[src/rtl/modprog_pkg.sv]
package modprog_pkg;

  localparam int unsigned WORD_W    = 11;
  localparam int unsigned MIN_RATIO = 3;

  // Bit position of the highest set bit (0 when the value is zero).
  function automatic int unsigned top_bit(input logic [31:0] v);
    int unsigned r;
    r = 0;
    for (int i = 0; i < 32; i++) begin
      if (v[i]) r = i;
    end
    return r;
  endfunction

endpackage

[src/rtl/mp_cell.sv]
// One divide-by-2/3 stage driven by a tick enable from the stage below.
module mp_cell (
  input  logic clk,
  input  logic rst,
  input  logic en_i,
  input  logic ce_i,
  input  logic p_i,
  input  logic mod_i,
  output logic ce_o,
  output logic mod_o
);

  logic [1:0] ph_q;
  logic [1:0] last_c;
  logic       at_last;

  // Swallow one extra tick when programmed and the stage above asks for it.
  assign last_c  = (p_i && mod_i) ? 2'd2 : 2'd1;
  assign at_last = (ph_q == last_c);

  assign ce_o  = en_i & ce_i & at_last;
  assign mod_o = en_i & mod_i & at_last;

  always_ff @(posedge clk) begin
    if (rst || !en_i) begin
      ph_q <= 2'd0;
    end else if (ce_i) begin
      ph_q <= at_last ? 2'd0 : ph_q + 2'd1;
    end
  end

endmodule

[src/rtl/mp_span.sv]
// Decodes the active cascade length from the most significant set bit.
module mp_span #(
  parameter int unsigned W     = 11,
  parameter int unsigned CELLS = W - 1,
  parameter int unsigned LW    = $clog2(W)
) (
  input  logic [W-1:0]     word_i,
  output logic [LW-1:0]    len_o,
  output logic [CELLS-1:0] act_o,
  output logic [CELLS-1:0] top_o
);

  assign len_o = LW'(modprog_pkg::top_bit(32'(word_i)));

  for (genvar i = 0; i < CELLS; i++) begin : g_mask
    assign act_o[i] = (LW'(i) < len_o);
    assign top_o[i] = (LW'(i + 1) == len_o);
  end

endmodule

[src/rtl/mp_word.sv]
// Holds the ratio of the running period; reloads only at a period end.
module mp_word #(
  parameter int unsigned W = 11
) (
  input  logic         clk,
  input  logic         rst,
  input  logic         load_i,
  input  logic [W-1:0] ratio_i,
  output logic [W-1:0] word_o
);

  localparam logic [W-1:0] FLOOR = W'(modprog_pkg::MIN_RATIO);

  logic [W-1:0] clamped;

  assign clamped = (ratio_i < FLOOR) ? FLOOR : ratio_i;

  always_ff @(posedge clk) begin
    if (rst || load_i) begin
      word_o <= clamped;
    end
  end

endmodule

[src/rtl/modprog_divider.sv]
module modprog_divider #(
  parameter int unsigned W = modprog_pkg::WORD_W
) (
  input  logic         clk,
  input  logic         rst,
  input  logic [W-1:0] ratio_i,
  output logic         pulse_o,
  output logic         done_o
);

  localparam int unsigned CELLS = W - 1;
  localparam int unsigned LW    = $clog2(W);

  logic [W-1:0]     word_q;
  logic [LW-1:0]    len_c;
  logic [CELLS-1:0] act_c;
  logic [CELLS-1:0] top_c;
  logic [CELLS:0]   ce_v;
  logic [CELLS:0]   mod_v;
  logic             end_c;

  mp_word #(.W(W)) u_word (
    .clk     (clk),
    .rst     (rst),
    .load_i  (end_c),
    .ratio_i (ratio_i),
    .word_o  (word_q)
  );

  mp_span #(.W(W), .CELLS(CELLS), .LW(LW)) u_span (
    .word_i (word_q),
    .len_o  (len_c),
    .act_o  (act_c),
    .top_o  (top_c)
  );

  assign ce_v[0]      = 1'b1;
  assign mod_v[CELLS] = 1'b1;

  for (genvar i = 0; i < CELLS; i++) begin : g_stage
    mp_cell u_cell (
      .clk   (clk),
      .rst   (rst),
      .en_i  (act_c[i]),
      .ce_i  (ce_v[i]),
      .p_i   (word_q[i]),
      .mod_i (top_c[i] | mod_v[i+1]),
      .ce_o  (ce_v[i+1]),
      .mod_o (mod_v[i])
    );
  end

  // Period ends when the tick leaves the highest active stage.
  assign end_c = ce_v[len_c];

  always_ff @(posedge clk) begin
    if (rst) begin
      pulse_o <= 1'b0;
      done_o  <= 1'b0;
    end else begin
      pulse_o <= end_c;
      done_o  <= mod_v[0];
    end
  end

endmodule

[config.mk]
export PLATFORM = sky130hd
export DESIGN_NAME = modprog_divider
export DESIGN_NICKNAME = d
export VERILOG_FILES = /design/src/rtl/modprog_pkg.sv /design/src/rtl/mp_cell.sv /design/src/rtl/mp_span.sv /design/src/rtl/mp_word.sv /design/src/rtl/modprog_divider.sv
export SDC_FILE = /design/constraint.sdc
export NUM_CORES = 1
export LEC_CHECK = 0
export BUFFER_PORTS_ARGS = -buffer_cell sky130_fd_sc_hd__buf_4
export CAP_MARGIN = 15
export CORE_AREA = 2 2 62 93
export CTS_CLUSTER_SIZE = 8
export DETAILED_ROUTE_END_ITERATION = 8
export DIE_AREA = 0 0 64 95
export MAX_ROUTING_LAYER = met4
export PLACE_DENSITY = 0.65
export SETUP_SLACK_MARGIN = 0.1
export SYNTH_ARGS = -nofsm -noshare
export SYNTH_HDL_FRONTEND = slang
export SYNTH_HIERARCHICAL = 1
export SYNTH_SLANG_ARGS = --single-unit
[constraint.sdc]
create_clock -name clk -period 21.3 [get_ports clk]
set_input_delay 1.065 -clock clk [delete_from_list [all_inputs] [get_ports clk]]
set_output_delay 1.065 -clock clk [all_outputs]
set_load 0.02 [all_outputs]
# Word level (Yosys, flattened, before mapping)
# Cells that the tools add are included.
# op_classes
eq_ne	19
reduce_logical	31
bitwise_logic	47
magnitude_cmp	12
add_sub_neg	10
muxes	31
# ops
op	n
2-to-1 mux 2 bit	21
AND 1 bit	38
adder 2 x 1 -> 2 bit, second input constant	10
== test 2 bit	10
== test 3 x 4 -> 1 bit, first input constant	4
< comparator 3 x 4 -> 1 bit, first input constant	4
2-to-1 mux 3 bit	4
2-to-1 mux 4 bit	3
logical OR 1 bit	11
< comparator 11 x 2 -> 1 bit, second input constant	1
logical NOT 1 bit	10
logical AND 1 bit	9
OR 1 bit	9
== test 2 x 4 -> 1 bit, first input constant	2
== test 4 bit, first input constant	2
< comparator 1 x 4 -> 1 bit, first input constant	2
< comparator 2 x 4 -> 1 bit, first input constant	2
< comparator 4 bit, first input constant	2
< comparator 4 x 5 -> 1 bit, second input constant	1
binary-select mux 1 bit (select 4 bit)	1
== test 1 x 4 -> 1 bit, first input constant	1
2-to-1 mux 1 bit	2
OR reduction 2 bit	1
# word_totals
elab_cells	163
ff_bits	33
input_bits	13

# Longest topological paths before layout
# Gate-level depths: netlist of run 1.
# depth
ltp_word	78
depth_mapped	36

# By module
# The synthesis of run 1 kept the hierarchy.
# modules_own_cells
module	area_each_um2	cells_per_inst	seq_area_each_um2	instances
mp_cell	143.9	18	40.0	10
mp_word	419.2	27	330.3	1
mp_span	245.2	43	0.0	1
modprog_divider	207.7	26	40.0	1

# Worst setup path before layout of run 1
# OpenSTA, ideal clock, no wires.
# synth_path
kind	reg2reg
startpoint	register u_word.word_o[9]
endpoint	register u_word.word_o[0], enable pin
stages_incl_launch_ff	36
arrival_ns	7.335
path_buffers	0
period_less_slack_ns	7.614
setup_ns	0.279
slack_ns	13.686
cell_sequence	edfxtp_1 > mux2i_1 > and3_1 > or2_2 > and3_1 > or2_2 > and3_1 > or2_2 > and3_1 > or2_2 > and3_1 > or2_2 > and3_1 > or2_2 > and3_1 > or2_2 > and3_1 > or2_2 > and3_1 > or2_2 > nand2_2 > mux2i_1 > and3_1 > and3_1 > and3_1 > and3_1 > and3_1 > and3_1 > and3_1 > and3_1 > and3_1 > and3_1 > nand2_1 > o21ai_0 > a311o_1 > or2_2
# synth_via
elab_chain_len	70
# synth_rtl
item	line	source
start, declared	mp_word.sv:9	output logic [W-1:0] word_o
start signal, assigned	mp_word.sv:20	word_o <= clamped;
2-to-1 mux 4 bit (2 in series)	modprog_pkg.sv:11	if (v[i]) r = i;
< comparator 4 bit	mp_span.sv:16	assign act_o[i] = (LW'(i) < len_o);
AND 1 bit *	mp_cell.sv:22	assign mod_o = en_i & mod_i & at_last;
named net mod_v[9]	modprog_divider.sv:19	logic [CELLS:0] mod_v;
OR 1 bit *	modprog_divider.sv:47	.mod_i (top_c[i] | mod_v[i+1]),
logical AND 1 bit	mp_cell.sv:18	assign last_c = (p_i && mod_i) ? 2'd2 : 2'd1;
2-to-1 mux 2 bit	mp_cell.sv:18	
== test 2 bit	mp_cell.sv:19	assign at_last = (ph_q == last_c);
[... 1 more ...]	-	
named net mod_v[8]	modprog_divider.sv:19	
[... 5 more ...]	-	
named net mod_v[7]	modprog_divider.sv:19	
[... 5 more ...]	-	
named net mod_v[6]	modprog_divider.sv:19	
[... 5 more ...]	-	
named net mod_v[5]	modprog_divider.sv:19	
[... 5 more ...]	-	
named net mod_v[4]	modprog_divider.sv:19	
[... 5 more ...]	-	
named net mod_v[3]	modprog_divider.sv:19	
[... 5 more ...]	-	
named net mod_v[2]	modprog_divider.sv:19	
[... 5 more ...]	-	
named net mod_v[1]	modprog_divider.sv:19	
[... 5 more ...]	-	
named net ce_v[1]	modprog_divider.sv:18	logic [CELLS:0] ce_v;
[... 2 more ...]	-	
named net ce_v[2]	modprog_divider.sv:18	
[... 2 more ...]	-	
named net ce_v[3]	modprog_divider.sv:18	
[... 2 more ...]	-	
named net ce_v[4]	modprog_divider.sv:18	
[... 2 more ...]	-	
named net ce_v[5]	modprog_divider.sv:18	
[... 2 more ...]	-	
named net ce_v[6]	modprog_divider.sv:18	
[... 2 more ...]	-	
named net ce_v[7]	modprog_divider.sv:18	
[... 2 more ...]	-	
named net ce_v[8]	modprog_divider.sv:18	
AND 1 bit * (2 in series)	mp_cell.sv:21	assign ce_o = en_i & ce_i & at_last;
named net ce_v[9]	modprog_divider.sv:18	
AND 1 bit * (2 in series)	mp_cell.sv:21	
named net ce_v[10]	modprog_divider.sv:18	
binary-select mux 1 bit (select 4 bit) *	modprog_divider.sv:54	assign end_c = ce_v[len_c];
2-to-1 mux 1 bit (not written as such) *	modprog_divider.sv:54	
named net end_c	modprog_divider.sv:20	logic end_c;
logical OR 1 bit *	mp_word.sv:19	if (rst || load_i) begin
# The timed path passes the listed nets; every way through them passes the cells marked *. The select of a mux whose other input is x is not followed.
# A chain may end at the register's enable or synchronous reset.

# Final worst setup path of run 1
# layout_path
startpoint	register u_word.word_o[9]
endpoint	register u_word.word_o[9], enable pin
# The elaborated chain is that of the path after synthesis.

==> summary.md, run 1 <==
| Metric | Value |
|---|---|
| RSZ-0062 raised after global routing | false |
| Mean post-synth cell area | between 8 and 9 sq um |
| Leakage | 1.06 nW |
| Final setup violation count | 0 |
| First-pass GRT wire length | ~7700 um |
| Critical-path maximum fanout | 11 |
| Total GRT Usage | 16.5% |
| Layout cells sized above 1 | 21.0% |
| Setup Skew | 0.00282 ns |
| Final Instance Area | ~2600 sq um |
| Post-synthesis cell area | 2310 sq um |
| Depth of the most critical reg-to-reg path | 35 |
| CP Capture Type | flop |
| Post-CTS sizing | 0 |
| Final RePlAce weighted congestion | 0.810 |
| Initial antenna violation count | 0 |
| Starting Density | a little over two fifths |
| Setup TNS | 0 ns |
| Sinks on Clock Net | 33 |
| Clock slew at reported path FFs | about 0.070 ns |
| HP Class | reg2reg |
| CP startpoint kind | flop |
| Worst hold margin | 0.504 ns |
| Port bufs | 14 |
| CP max stage cell | edfxtp_1 |
| Critical path launch point | u_word/word_o[9]$_SDFFCE_PN0P_ |
| Clock latency on the worst-skew pair | 0.29 ns |
| Most used cell along the critical path | and3_1 |
| Fmax | around 0.12 GHz |
| Hold Vio Cnt, Final | 0 |
| Die X-Extent | 64 um |
| Row count | 33 |
| Slowest Stage Delay on Critical Path | 0.53 ns |
| Worst vdd ir | 0.0400 mV |
| Cell count after synthesis | 275 |
| Commonest non-fill, non-tap cell in the layout | a21oi_1 |
| Via density | 5.41 |
| Critical Path RT | 21.28 ns |
| Placed Instance Area | 2470 sq um |
| Tightest Pin Transition | 0.660 ns |
| Total power | ~0.00015 W |
| Final WS setup | approximately 13 ns |
| Most frequent cells in the layout | 31 x a21oi_1, 22 x dfxtp_1, 21 x mux2i_1 |
| Max-slew violations | 0 |
| Setup CP Type | reg2reg |
| Clock Root Buffer | clkbuf_8 |
| Pwr per Cell Area | 57.3 nW/um^2 |
| DP Wirelength | between 3000 and 4000 um |
| Worst Setup EP | u_word/word_o[9]$_SDFFCE_PN0P_ |
| DIE HEIGHT | 95 um |
| Hold buffer count at CTS | 0 |
| Detailed Route Iter0 Violations | 42 |
| Layout net count | 303 |
| Routed Antenna Nets | 0 |
| Largest net degree at the start of global routing | 14 |
| Pre-CTS setup slack | 13.13 ns |
| IO Pins | 15 |
| Period utilization | 38.5% |
| WL/cell | between 10 and 15 um |
| Num CTS Buffers | 5 |
| Ys Warns | 6 |
| Reg2reg start | u_word/word_o[9]$_SDFFCE_PN0P_ |
| CTS tree | done |
| Status | finished, final reports clean |
| Vias | 1,953 |
| Core area | between 5000 and 6000 sq um |
| Pre-antenna DRT Iters | 4 |
| Relative slew slack | 55.7% |
| Synth-to-layout area growth | 11.7% |
| Clock buffer depth | 2 |
| MaxCap Viol Count | 0 |
| Ant diodes | 0 |
| Grt ovf | 0 |
| Htree depth | 2 |
| Flop2flop setup slack | 13.10 ns |
| CP top delay family | simple AND/OR/NAND/NOR gates |
| Die area | a little over 6000 sq um |
| Final wirelength | about 4600 um |
| Residual DRC | 0 |
| R2R Path End | u_word/word_o[9]$_SDFFCE_PN0P_ |
| Crit. path cell count | 35 |
| Vias in the first global route | roughly 1,800 |
| Tmin final | 8.20 ns |
| Post-CTS setup buffers | 0 |
| WP buf/inv | 0 |
| Critical Path AT | 8.18 ns |
## flip-flops by register name, indices dropped and copies added, names as in the netlist
signal / flops
g_stage.u_cell/ph_q: 20
u_word/word_o: 11
done_o: 1
pulse_o: 1
## routing by layer
layer | share of wire [%] | routed length (um) | up-vias | global-route usage, %
met5 | 0 | 0 | - | -
met4 | 1.9 | 85 | 0 | 7.43
met3 | 2.7 | 124 | 6 | 2.50
met2 | 53 | 2400 | 30 | 30.3
met1 | 43 | 1940 | 910 | 17.2
li1 | - | - | 1007 | -
## metrics by stage
stage / utilization [%] / cells
final: 48.4 / 361
after CTS: 48.4 / 361
after detailed placement: 46.3 / 353
after global placement: 46.3 / 353
after global routing: 48.4 / 361
after floorplan: - / 280
## final cells by class
| class | instances | area (sq um) |
|---|---|---|
| clock inverter | 3 | 41.3 |
| tap | 70 | 87.6 |
| timing repair buffer | 14 | 105 |
| sequential | 33 | 771 |
| clock buffer | 5 | 68.8 |
| multi-input combinational | 219 | 1440 |
| fill | 523 | 2750 |
| inverter | 17 | 63.8 |
## report_power, final
| group | switching (W) | total, W | internal, W |
|---|---|---|---|
| Sequential | 0.00000423 | 0.0000719 | 0.0000677 |
| Clock | 0.0000250 | 0.0000594 | 0.0000344 |
| Combinational | 0.00000898 | 0.0000165 | 0.00000748 |
| Total | 0.0000382 | 0.000148 | 0.000110 |
## tightest hold or removal path, cell delays in order (launching register included)
cell	delay (ns)
dfxtp_1	0.34
nand2_1	0.07
a21oi_1	0.06
## worst min path at each step
stage | from | endpoint | slack [ns] | cells past startpoint
floorplan | g_stage[0].u_cell/ph_q[1]$_SDFFE_PP0P_ | g_stage[0].u_cell/ph_q[1]$_SDFFE_PP0P_ | 0.47 | 2
global placement | g_stage[9].u_cell/ph_q[1]$_SDFFE_PP0P_ | g_stage[9].u_cell/ph_q[1]$_SDFFE_PP0P_ | 0.49 | 2
detailed placement | g_stage[0].u_cell/ph_q[1]$_SDFFE_PP0P_ | g_stage[0].u_cell/ph_q[1]$_SDFFE_PP0P_ | 0.50 | 2
CTS | g_stage[0].u_cell/ph_q[1]$_SDFFE_PP0P_ | g_stage[0].u_cell/ph_q[1]$_SDFFE_PP0P_ | 0.51 | 2
global route | g_stage[0].u_cell/ph_q[1]$_SDFFE_PP0P_ | g_stage[0].u_cell/ph_q[1]$_SDFFE_PP0P_ | 0.53 | 2
finish | g_stage[8].u_cell/ph_q[0]$_SDFFE_PP0P_ | g_stage[8].u_cell/ph_q[0]$_SDFFE_PP0P_ | 0.50 | 2
No activity file was read; power rests on OpenSTA's default activity.
==> run 2, diff against run 1 <==
PLACE_DENSITY = 0.67   (was 0.65)
clock period = 7.4 ns   (was 21.3 ns; I/O delays follow)
==> run 2 against run 1 <==
  * Final cell count is 7.5% higher
  * Routed wire length grew 16%
  * Combinational power rose to 3.7 times the previous value
  * Maximum frequency grew 15%
  * Global-route usage is 2.3 points higher
  * Via count grew 8.2%
  * Clock-buffer cell count is the same
  * First-iteration DRC count rose to 2.5 times the previous value
  * Total power increased to 2.7 times the previous value
  * Sequential share of layout area is 2.6 points lower
  * Non-clock buffer count increased by 26
  * Design area increased by 9.9%
  * Critical endpoint is now u_word/word_o[5]$_SDFFCE_PN0P_
==> summary.md, run 2 (synthesis gave the netlist of run 1 again) <==
| Metric | Value |
|---|---|
| Clk pwr share | roughly a third |
| Initial antenna violation count | 0 |
| Fillcell total | between 400 and 500 |
| Ant diodes | 0 |
| Fmax | 0.141 GHz |
| Pre-antenna DRT Iters | 4 |
| Sinks on Clock Net | 33 |
| Layout net count | between 300 and 400 |
| Setup Skew | 0.00511 ns |
| Register Area | 773 sq um |
| Tmin final | 7.10 ns |
| WL/cell | about 14 um |
| Starting Density | 43.3% |
| MaxCap Viol Count | 0 |
| IO Pins | 15 |
| Clock latency on the worst-skew pair | 0.29 ns |
| Worst vdd ir | 0.106 mV |
| Most frequent cells in the layout | 40 x buf_4, 31 x a21oi_1, 21 x mux2i_1 |
| Internal power | 0.000289 W |
| DIE HEIGHT | 95 um |
| Met1 GRT Util | 19.5% |
| Fin cells | 388 |
| Combinational Power Share | between 10% and 20% |
| Residual DRC | 0 |
| Via density | 5.45 |
| Row count | 33 |
| CP Capture Type | flop |
| RSZ-0062 raised after global routing | false |
| Routed Antenna Nets | 0 |
| DP Wirelength | 3880 um |
| Clock slew at reported path FFs | 0.07 ns |
| Critical Path RT | 7.40 ns |
| Hold Vio Cnt, Final | 0 |
| Setup TNS | 0 ns |
| Multi-input logic area | 1520 sq um |
| Critical Path AT | between 7 and 8 ns |
| Commonest non-fill, non-tap cell in the layout | buf_4 |
| Period utilization | 96.0% |
| HP Class | in2reg |
| Clock Root Buffer | clkbuf_8 |
| Most Used Layer, Global Route | met2 |
| Cells on Worst Hold Path | 1 |
| Port bufs | 14 |
| Placed Instance Area | 2610 sq um |
| Num CTS Buffers | 5 |
| CP startpoint kind | flop |
| Routing usage on met3 | 2.62% |
| Top reg by flops | g_stage.u_cell/ph_q |
| Total power | 0.000401 W |
| Status | finished, final reports clean |
| Layout cells sized above 1 | 31.4% |
| Vias | 2,113 |
| Max-slew violations | 0 |
| Hold buffer count at CTS | 0 |
| CTS tree | done |
| Final wirelength | around 5300 um |
| Largest net degree at the start of global routing | 15 |
| Slowest Stage Delay on Critical Path | 0.45 ns |
| Leakage | 1.17 nW |
| Core area | 5330 sq um |
| First-pass GRT wire length | slightly below 9000 um |
| Final RePlAce weighted congestion | 0.870 |
| Htree depth | 2 |
| Net switching power | ~0.00011 W |
| Met2 usage | approximately a third |
| Depth of the most critical reg-to-reg path | 35 |
| Clock buffer depth | 2 |
| Cells after DPL | 370 |
| Largest registers | g_stage.u_cell/ph_q (20), u_word/word_o (11) |
| Synth-to-layout area growth | 22.8% |
| Die X-Extent | 64 um |
| Final Instance Area | between 2000 and 3000 sq um |
| Switching share of power | 27.9% |
| Setup CP Type | reg2reg |
| Vias in the first global route | about 2,000 |
| Max reg flops | 20 |
| Die area | slightly above 6000 sq um |
| CP max stage cell | edfxtp_1 |
| Most used cell along the critical path | and3_1 |
| Total GRT Usage | 18.8% |
| Grt ovf | 0 |
| Final setup violation count | 0 |
| Pwr per Cell Area | 142 nW/um^2 |
| Detailed Route Iter0 Violations | 106 |
| Critical-path maximum fanout | 6 |
| Sequential share of power | between 50% and 60% |
| Final Core Density | 53.2% |
-- run 2: cell type report --
type | count | share of cell area, %
Sequential cell | 33 | 27.3
Tap cell | 70 | 3.09
Inverter | 17 | 2.25
Clock inverter | 3 | 0.618
Clock buffer | 5 | 2.43
Multi-Input combinational cell | 220 | 53.7
Timing Repair Buffer | 40 | 10.6
-- run 2: worst max-delay path, delay by kind of cell (launching register included) --
family | cells | cell delay [ns]
and+or+nand+nor | 31 | 5.70
DFF | 1 | 0.45
muxes | 2 | 0.31
AOI/OAI and AO/OA | 2 | 0.32
-- run 2: worst paths after layout --
kind	start	end	slack [ns]
worst min register to register	g_stage[9].u_cell/ph_q[0]$_SDFFE_PP0P_	g_stage[9].u_cell/ph_q[0]$_SDFFE_PP0P_	0.48
worst max register to register	u_word/word_o[9]$_SDFFCE_PN0P_	u_word/word_o[5]$_SDFFCE_PN0P_	0.30
worst max-delay path	u_word/word_o[9]$_SDFFCE_PN0P_	u_word/word_o[5]$_SDFFCE_PN0P_	0.30
worst min-delay path	ratio_i[8]	u_word/word_o[8]$_SDFFCE_PN0P_	0.26
-- run 2: per-stage QoR --
| step | worst slack (ns) | hold WS (ns) |
|---|---|---|
| after floorplan | 0.114 | 0.442 |
| after global placement | -0.209 | 0.486 |
| after detailed placement | -0.226 | 0.492 |
| after CTS | 0.116 | 0.259 |
| after global routing | 0.0876 | 0.254 |
| final | 0.298 | 0.261 |
-- run 2: power by group through the flow --
stage	logic, W	clock network, W	registers (W)
2_1_floorplan	0.0000361	0	0.000208
3_3_place_gp	0.0000567	0	0.000208
3_5_place_dp	0.0000574	0	0.000208
4_1_cts	0.0000603	0.000139	0.000204
5_1_grt	0.0000676	0.000147	0.000206
6_report	0.0000615	0.000135	0.000205
-- run 2: timing repair --
action / CTS / global route
pin swaps: 4 / 5
resized for setup: 11 / 8
endpoints found under the setup margin: 12 / 12
cloned: 1 / 0
setup buffers: 4 / 5
-- run 2: layer usage --
| layer | vias up | part of all wire, % |
|---|---|---|
| met1 | 992 | 40 |
| met4 | 0 | 2.4 |
| met3 | 13 | 2.9 |
| met2 | 49 | 55 |
| met5 | - | 0 |
| li1 | 1059 | - |
